==> src/rtl/bchConcealPkg.sv <==
package bchConcealPkg;

  typedef enum logic [1:0] {
    SEL_PASS = 2'd0,
    SEL_HOLD = 2'd1,
    SEL_MEAN = 2'd2
  } concealSel_e;

  // strobes from control to datapath
  typedef struct packed {
    logic        capture;  // latch incoming codeword
    logic        load;     // move decoded word into pending slot
    logic        emit;     // release the pending word to the output
    concealSel_e sel;      // how the pending word is rendered
  } dpStrobes_t;

endpackage

==> src/rtl/bchLocator.sv <==
module bchLocator #(
  parameter int N = 63,
  parameter int K = 56,
  parameter logic [N-K:0] GEN_POLY = 'hC5
) (
  input  logic [N-1:0] code,
  output logic [N-1:0] errVec,
  output logic         synNonzero
);
  localparam int P = N - K;

  // remainder of v(x) divided by the generator, bits shifted in msb first
  function automatic logic [P-1:0] polyRem(input logic [N-1:0] v);
    logic [P-1:0] r;
    logic         fb;
    r = '0;
    for (int i = N - 1; i >= 0; i--) begin
      fb = r[P-1];
      r  = {r[P-2:0], v[i]};
      if (fb) r = r ^ GEN_POLY[P-1:0];
    end
    return r;
  endfunction

  function automatic logic [P-1:0] posRem(input int pos);
    logic [N-1:0] v;
    v      = '0;
    v[pos] = 1'b1;
    return polyRem(v);
  endfunction

  logic [P-1:0] syn;
  assign syn        = polyRem(code);
  assign synNonzero = |syn;

  // one comparator per bit position; each position has a distinct syndrome
  for (genvar i = 0; i < N; i++) begin : gPos
    localparam logic [P-1:0] POS_SYN = posRem(i);
    assign errVec[i] = (syn == POS_SYN);
  end

endmodule

==> src/rtl/bchControl.sv <==
module bchControl
  import bchConcealPkg::*;
(
  input  logic       clk,
  input  logic       rstN,
  input  logic       inValid,
  input  logic       concealMode,
  input  logic       pendDouble,
  input  logic       nextDouble,
  output dpStrobes_t strobes
);
  logic s1Valid;
  logic havePending;

  always_ff @(posedge clk or negedge rstN) begin
    if (!rstN) begin
      s1Valid     <= 1'b0;
      havePending <= 1'b0;
    end else begin
      s1Valid <= inValid;
      if (s1Valid) havePending <= 1'b1;
    end
  end

  always_comb begin
    strobes.capture = inValid;
    strobes.load    = s1Valid;
    strobes.emit    = s1Valid & havePending;
    if (!pendDouble)
      strobes.sel = SEL_PASS;
    else if (concealMode && !nextDouble)
      strobes.sel = SEL_MEAN;
    else
      strobes.sel = SEL_HOLD;
  end

endmodule

==> src/rtl/bchDatapath.sv <==
module bchDatapath
  import bchConcealPkg::*;
#(
  parameter int N = 63,
  parameter int K = 56,
  parameter logic [N-K:0] GEN_POLY = 'hC5
) (
  input  logic         clk,
  input  logic         rstN,
  input  logic [N-1:0] inCode,
  input  dpStrobes_t   strobes,
  output logic         pendDouble,
  output logic         nextDouble,
  output logic         outValid,
  output logic [K-1:0] outData,
  output logic         outSingleErr,
  output logic         outDoubleErr
);
  localparam int P = N - K;

  logic [N-1:0] s1Code;
  logic [N-1:0] errVec;
  logic         synNonzero;
  logic [K-1:0] decData;
  logic         decSingle;
  logic [K-1:0] pendData;
  logic         pendSingle;
  logic signed [K:0] sumWide;
  logic [K-1:0] meanData;

  bchLocator #(.N(N), .K(K), .GEN_POLY(GEN_POLY)) uLoc (
    .code      (s1Code),
    .errVec    (errVec),
    .synNonzero(synNonzero)
  );

  assign decSingle  = |errVec;
  assign nextDouble = synNonzero & ~decSingle;
  assign decData    = s1Code[N-1:P] ^ errVec[N-1:P];

  // outData doubles as the previous emitted sample
  assign sumWide  = $signed({outData[K-1], outData}) + $signed({decData[K-1], decData});
  assign meanData = sumWide[K:1];

  always_ff @(posedge clk or negedge rstN) begin
    if (!rstN) begin
      s1Code <= '0;
    end else if (strobes.capture) begin
      s1Code <= inCode;
    end
  end

  always_ff @(posedge clk or negedge rstN) begin
    if (!rstN) begin
      pendData   <= '0;
      pendSingle <= 1'b0;
      pendDouble <= 1'b0;
    end else if (strobes.load) begin
      pendData   <= decData;
      pendSingle <= decSingle;
      pendDouble <= nextDouble;
    end
  end

  always_ff @(posedge clk or negedge rstN) begin
    if (!rstN) begin
      outValid     <= 1'b0;
      outData      <= '0;
      outSingleErr <= 1'b0;
      outDoubleErr <= 1'b0;
    end else if (strobes.emit) begin
      outValid     <= 1'b1;
      outSingleErr <= pendSingle;
      outDoubleErr <= pendDouble;
      case (strobes.sel)
        SEL_PASS: outData <= pendData;
        SEL_MEAN: outData <= meanData;
        default:  outData <= outData;
      endcase
    end else begin
      outValid     <= 1'b0;
      outSingleErr <= 1'b0;
      outDoubleErr <= 1'b0;
    end
  end

endmodule

==> src/rtl/bchConceal.sv <==
module bchConceal
  import bchConcealPkg::*;
#(
  parameter int N = 63,
  parameter int K = 56,
  parameter logic [N-K:0] GEN_POLY = 'hC5
) (
  input  logic         clk,
  input  logic         rstN,
  input  logic         inValid,
  input  logic [N-1:0] inCode,
  input  logic         concealMode,
  output logic         outValid,
  output logic [K-1:0] outData,
  output logic         outSingleErr,
  output logic         outDoubleErr
);
  dpStrobes_t strobes;
  logic       pendDouble;
  logic       nextDouble;

  bchControl uCtl (
    .clk        (clk),
    .rstN       (rstN),
    .inValid    (inValid),
    .concealMode(concealMode),
    .pendDouble (pendDouble),
    .nextDouble (nextDouble),
    .strobes    (strobes)
  );

  bchDatapath #(.N(N), .K(K), .GEN_POLY(GEN_POLY)) uDp (
    .clk         (clk),
    .rstN        (rstN),
    .inCode      (inCode),
    .strobes     (strobes),
    .pendDouble  (pendDouble),
    .nextDouble  (nextDouble),
    .outValid    (outValid),
    .outData     (outData),
    .outSingleErr(outSingleErr),
    .outDoubleErr(outDoubleErr)
  );

endmodule

==> config.mk <==
export PLATFORM = sky130hd
export DESIGN_NAME = bchConceal
export DESIGN_NICKNAME = d
export VERILOG_FILES = /design/src/rtl/bchConcealPkg.sv /design/src/rtl/bchLocator.sv /design/src/rtl/bchControl.sv /design/src/rtl/bchDatapath.sv /design/src/rtl/bchConceal.sv
export SDC_FILE = /design/constraint.sdc
export NUM_CORES = 1
export LEC_CHECK = 0
export BUFFER_PORTS_ARGS = -buffer_cell sky130_fd_sc_hd__clkbuf_2
export CORE_UTILIZATION = 40
export CTS_CLUSTER_SIZE = 28
export DETAILED_ROUTE_END_ITERATION = 16
export GPL_TIMING_DRIVEN = 0
export MAX_ROUTING_LAYER = met4
export PLACE_DENSITY_LB_ADDON = 0.12
export SETUP_SLACK_MARGIN = 0.02
export SLEW_MARGIN = 20
export SYNTH_ARGS = -nofsm -noshare
export SYNTH_HDL_FRONTEND = slang
export SYNTH_SLANG_ARGS = --single-unit
==> constraint.sdc <==
create_clock -name clk -period 10.9 [get_ports clk]
set_input_delay 0.545 -clock clk [delete_from_list [all_inputs] [get_ports clk]]
set_output_delay 0.545 -clock clk [all_outputs]
set_load 0.03 [all_outputs]
# After elaboration in Yosys (flattened, before gate mapping)
# Cells that the tools add are included.
[totals]
latchBits = 0
ramBits = 0
mem_bits_ro = 0
input_bits = 67
mem_count = 0
regBits = 182
[op_classes]
bitwise = 60
magnitude_cmp = 0
eq_ne = 64
n_reduce_logical = 7
mul = 0
shifts = 0
n_div = 0
mux = 62
addsub = 1
[ops]
columns = ["cell", "n"]
rows = [
  ["$mux 7", 56],
  ["$eq 7x7->1 const B", 31],
  ["$not 3->3", 56],
  ["$eq 7x6->1 const B", 16],
  ["$pmux 56 s2", 1],
  ["$reduce_or 63->1", 1],
  ["$add 56x56->57", 1],
  ["$eq 7x5->1 const B", 8],
  ["$xor 56x56->56", 1],
  ["$eq 7x4->1 const B", 4],
  ["$eq 7x3->1 const B", 2],
  ["$eq 7x1->1 const B", 1],
  ["$eq 7x2->1 const B", 1],
  ["$reduce_or 7->1", 1],
  ["$mux 2", 2],
  ["$mux 1", 3],
  ["$and 1x1->1", 2],
  ["$eq 2x2->1 const B", 1],
  ["$logic_not 2->1", 1],
  ["$reduce_and 2->1", 1],
  ["$reduce_bool 2->1", 1],
  ["$logic_and 1x1->1", 1],
  ["$logic_not 1->1", 1],
  ["$not 1->1", 1],
]

# Logic depth before layout (Yosys ltp)
[depth]
ltp_word = 123
depth_mapped = 38
ltp_nobuf = 37

# Cells and area by module
# A second synthesis with hierarchy kept.
[unflattened]
cells_unflattened = 1350
area_unflattened_um2 = 14067.2
[modules_own_cells]
columns = ["mod", "area_per_inst_um2", "instances", "cells_per_inst", "seq_area_each_um2"]
rows = [
  ["bchDatapath", 11078.1, 1, 1076, 4504.3],
  ["bchLocator", 2892.8, 1, 265, 0.0],
  ["bchControl", 96.3, 1, 9, 50.0],
]

# Least setup slack after synthesis
# Ideal clock, no wire load.
[synth_timing]
path_kind = "reg2reg"
startpoint = "reg uDp.s1Code[44]"
endpoint = "reg uDp.outData[55]"
n_path_buf = 1
stages_incl_launch_ff = 38
setup_slack_ns = 2.665
required_time_ns = 10.817
t_arrival_ns = 8.153
setup_time_ns = 0.083
synth_period_minus_slack_ns = 8.235
cell_sequence = "dfrtp_1 buf_6 xnor3_1 xnor3_1 xnor3_2 xnor3_1 xnor2_1 xnor3_2 xnor2_2 xnor3_2 or2_1 mux2_2 nand2b_1 nor2_1 xor2_1 ha_1 nor2b_1 o21ai_0 [... 2 more ...] a21oi_1 o21ai_0 a21oi_1 o21ai_0 a21oi_1 o21ai_0 nand2b_1 a41oi_1 a21oi_1 o311ai_0 a31oi_1 a41o_1 a21oi_1 o21bai_1 a21oi_1 o211ai_1 and3_1 o21ai_0"
[synth_lines]
columns = ["element", "line_no", "source"]
rows = [
  ["from (decl)", "bchDatapath.sv:21", "logic [N-1:0] s1Code;"],
  ["from (signal assigned)", "bchDatapath.sv:49", "s1Code <= inCode;"],
  ["$not 3->3 (no line)", "-", ""],
  ["$mux 7 * (2 in a row)", "bchLocator.sv:20", "if (fb) r = r ^ GEN_POLY[P-1:0];"],
  ["$not 3->3 (no line)", "-", ""],
  ["$mux 7 * (4 in a row)", "bchLocator.sv:20", ""],
  ["$not 3->3 (no line)", "-", ""],
  ["$mux 7 * (3 in a row)", "bchLocator.sv:20", ""],
  ["$not 3->3 (no line)", "-", ""],
  ["$mux 7 * (4 in a row)", "bchLocator.sv:20", ""],
  ["[... 37 more ...]", "-", ""],
  ["$mux 7 * (3 in a row)", "bchLocator.sv:20", ""],
  ["$not 3->3 (no line)", "-", ""],
  ["$mux 7 *", "bchLocator.sv:20", ""],
  ["$eq 7x7->1 *", "bchLocator.sv:39", "assign errVec[i] = (syn == POS_SYN);"],
  ["$xor 56x56->56 *", "bchDatapath.sv:39", "assign decData = s1Code[N-1:P] ^ errVec[N-1:P];"],
  ["named net uDp.decData[2]", "bchDatapath.sv:24", "logic [K-1:0] decData;"],
  ["$add 56x56->57 *", "bchDatapath.sv:42", "assign sumWide = $signed({outData[K-1], outData}) + $signed({decData[K-1], decData});"],
  ["$pmux 56 s2 *", "bchDatapath.sv:75", "case (strobes.sel)"],
  ["to (signal assigned)", "bchDatapath.sv:76", "SEL_PASS: outData <= pendData;"],
  ["to (signal assigned)", "bchDatapath.sv:77", "SEL_MEAN: outData <= meanData;"],
  ["to (signal assigned)", "bchDatapath.sv:78", "default: outData <= outData;"],
  ["to (decl)", "bchDatapath.sv:15", "output logic [K-1:0] outData,"],
]
# The timed path passes the listed nets; every way through them passes the cells marked *.
# A chain may end at the register's enable or synchronous reset.

# Worst setup path in the final report
[layout_timing]
startpoint = "reg uDp.s1Code[53]"
endpoint = "reg uDp.outData[47]"
[layout_lines]
columns = ["element", "line_no"]
rows = [
  ["$not 3->3 (no line)", "-"],
  ["$mux 7 * (2 in a row)", "bchLocator.sv:20"],
  ["$not 3->3 (no line)", "-"],
  ["$mux 7 * (4 in a row)", "bchLocator.sv:20"],
  ["$not 3->3 (no line)", "-"],
  ["$mux 7 * (5 in a row)", "bchLocator.sv:20"],
  ["$not 3->3 (no line) / $mux 7 (equally long branches)", "-"],
  ["$mux 7 * (4 in a row)", "bchLocator.sv:20"],
  ["[... 46 more ...]", "-"],
  ["$mux 7 * (3 in a row)", "bchLocator.sv:20"],
  ["$not 3->3 (no line) / $mux 7 (equally long branches)", "-"],
  ["$mux 7 *", "bchLocator.sv:20"],
  ["$eq 7x7->1 *", "bchLocator.sv:39"],
  ["$xor 56x56->56 *", "bchDatapath.sv:39"],
  ["named net uDp.decData[2]", "bchDatapath.sv:24"],
  ["$add 56x56->57 *", "bchDatapath.sv:42"],
  ["$pmux 56 s2 *", "bchDatapath.sv:75"],
]
# Marks and branches as above.

==> metrics <==
outcome finished clean; final setup skew around 17 ps; Fin. Hold Viols 0; overall routing resource usage 0.2577; reg2reg path depth 37; WP data required 11240 ps; Final min period 10260 ps; MaxCap Viol Count 0; drt wl/cell between 20 and 25 um; Core ar. 32780 sq um; Ys Warns 0; io pins 126; GP Congestion around 0.9; Max-slew headroom 0.4505; Starting Density 0.4105; CTS sink count 182; initial antenna violation count 0; CTS Buf Count 17; most frequent cells in the layout dfrtp_1, clkbuf_2, mux2_2, xnor2_1, nand2_1; Hold Buf Count CTS 0; DR DRC count 0; vias in the first global route 10390; Yosys cell types 79; drt first-iter violations around 550; crit share post-route 0.9415; r2r endpoint uDp.outData[47]; Post-DP HPWL 32930 um; R2R setup slack 640 ps; Die ar. 34390 sq um; Post-synth EDFFs 0; Seq/Total Area, Yosys 0.3384; post-CTS setup repair buffer count 0; cell area after synthesis 13460 sq um; CTS tree built; RR Startpoint uDp.s1Code[53]; clk root buf clkbuf_16; input/output buffers 125; Max Clk Rate 97.44 MHz; drt pass-1 iters 5; # setup viols final 0; number of diodes 0; Worst Path Arrival between 10000 and 15000 ps; unrepaired setup endpoints after global routing no; Die Ht 185.4 um; Setup TNS 0 ps; pin count of the biggest net entering global routing 76; # nets final ~1600; CP peak stage delay 740 ps; Critical Path End Type flip-flop; clock latency on the worst-skew pair about 460 ps; share of cells above drive strength 1 0.2377; Max clock buf depth 2; commonest non-fill, non-tap cell in the layout dfrtp_1; num rows 66; synthesis-stage register bit count approximately 180; Worst setup SP type flip-flop; H-tree depth 4; worst slew pin tran 813.9 ps; global-route wire length before repair between 60000 and 70000 um; final wirelength 41180 um; Post-synth ARST share 1.000; Pins Over Slew Limit 0; Syn-to-layout area delta 13.54%; Synthesized Nets 1451; clk slew on worst S/H paths approximately 70 ps; average size of a mapped cell 10.15 sq um; Gates resized, CTS repair 0; Die Width 185.4 um; Synth Flop Type dfrtp_1; Antenna Violating Nets Remaining 0; hold crit path type in -> async; post-synthesis cell count between 1000 and 1500; gr ovfl total 0; WS Path Type reg -> reg; via density per instance 5.381; Vias 10370; crit-path max FO 5; Crit-path slowest cell o311ai_0
## flip-flops by register name (all words and copies together) (netlist names)
| signal | flops |
|---|---|
| uDp.pendSingle | 1 |
| uDp.outData | 56 |
| uDp.pendDouble | 1 |
| uDp.pendData | 56 |
| uDp.s1Code | 63 |
| uDp.outDoubleErr | 1 |
| uCtl.s1Valid | 1 |
| uDp.outSingleErr | 1 |
| uCtl.havePending | 1 |
| uDp.outValid | 1 |
## Yosys cell counts (all sizes together), types with 3 or more instances
library cell / n / share of area
nand2b: 17 / 0.0079
and2: 5 / 0.0023
o21ai: 77 / 0.030
a21oi: 107 / 0.040
clkbuf: 30 / 0.0084
a41o: 3 / 0.0022
o21a: 4 / 0.0022
a22oi: 5 / 0.0028
nor2b: 7 / 0.0033
xnor3: 41 / 0.070
o22ai: 28 / 0.013
nand2: 111 / 0.031
inv: 32 / 0.0089
and3: 7 / 0.0033
xnor2: 123 / 0.089
or2: 6 / 0.0028
o211ai: 3 / 0.0017
and4: 3 / 0.0021
buf: 19 / 0.0091
or3: 4 / 0.0019
nor2: 96 / 0.027
a211oi: 5 / 0.0028
ha: 57 / 0.053
nor3: 25 / 0.0097
mux2: 120 / 0.10
o21bai: 6 / 0.0033
a21o: 39 / 0.022
dfrtp: 182 / 0.34
nand3: 12 / 0.0045
xor3: 5 / 0.0089
a31oi: 9 / 0.0051
xor2: 84 / 0.055
nand4: 10 / 0.0046
a31o: 4 / 0.0026
mux2i: 12 / 0.0095
a21boi: 3 / 0.0022
## routing by layer
| layer | vias to the layer above | GRT usage | share of wire |
|---|---|---|---|
| met5 | - | - | 0 |
| li1 | 4971 | - | - |
| met4 | 0 | 0.05521 | 0.014 |
| met3 | 36 | 0.03657 | 0.037 |
| met1 | 5134 | 0.3523 | 0.48 |
| met2 | 229 | 0.4043 | 0.47 |
## worst max path at each step
stage / slack (ps) / from / cells past startpoint / to
after floorplan: 2660 / uDp.s1Code[44] / 37 / uDp.outData[55]
after global placement: 740 / uDp.s1Code[53] / 37 / uDp.outData[47]
after detailed placement: 730 / uDp.s1Code[53] / 37 / uDp.outData[47]
after CTS: 650 / uDp.s1Code[53] / 37 / uDp.outData[47]
after global routing: 40 / uDp.s1Code[53] / 37 / uDp.outData[55]
final: 640 / uDp.s1Code[53] / 37 / uDp.outData[47]
## logic make-up after synthesis
group,Yosys count,share of synthesized area
AO/OA/AOI/OAI,311,0.1431
AND/OR/NAND/NOR,307,0.1029
XOR/XNOR,253,0.2231
flip-flops,182,0.3384
multiplexers,132,0.1102
buffers and inverters,83,0.02789
adder cells (fa/ha/maj),58,0.05448
## metrics by stage
step | util | setup WS, ps | std cells | instance area (sq um) | hold slack, ps
after floorplan | - | 2665 | 1326 | 13460 | 249.4
after global placement | 0.4465 | 739.7 | 1893 | 14640 | 479.2
after detailed placement | 0.4484 | 732.6 | 1895 | 14700 | 477.6
after CTS | 0.4661 | 653.1 | 1927 | 15280 | 3.177
after global routing | 0.4661 | 37.05 | 1927 | 15280 | 17.36
final | 0.4661 | 637.4 | 1927 | 15280 | 1.235
## worst max-delay path, delay by kind of cell (launching register included)
family                   cells  cell delay [ps]
XOR/XNOR                    10             3710
flip-flops                   1              370
AND/OR/NAND/NOR              7             1340
buffers and inverters        1              140
adder cells (fa/ha/maj)      1              300
AO/OA/AOI/OAI               17             3950
multiplexers                 1              330
## cell type report
class                   instances  area [sq um]
repair buffers                127         689.4
multi-input cells            1061          8529
flip-flops and latches        182          4554
plain buffers                  51         255.2
inverters                      32         120.1
clock inverters                12         122.6
well taps                     442         553.0
clock buffers                  20         456.7
fillers                      3181         17500
Power is not shown: default switching activity piles up to over one toggle a cycle in this logic, so the estimate is an artifact.
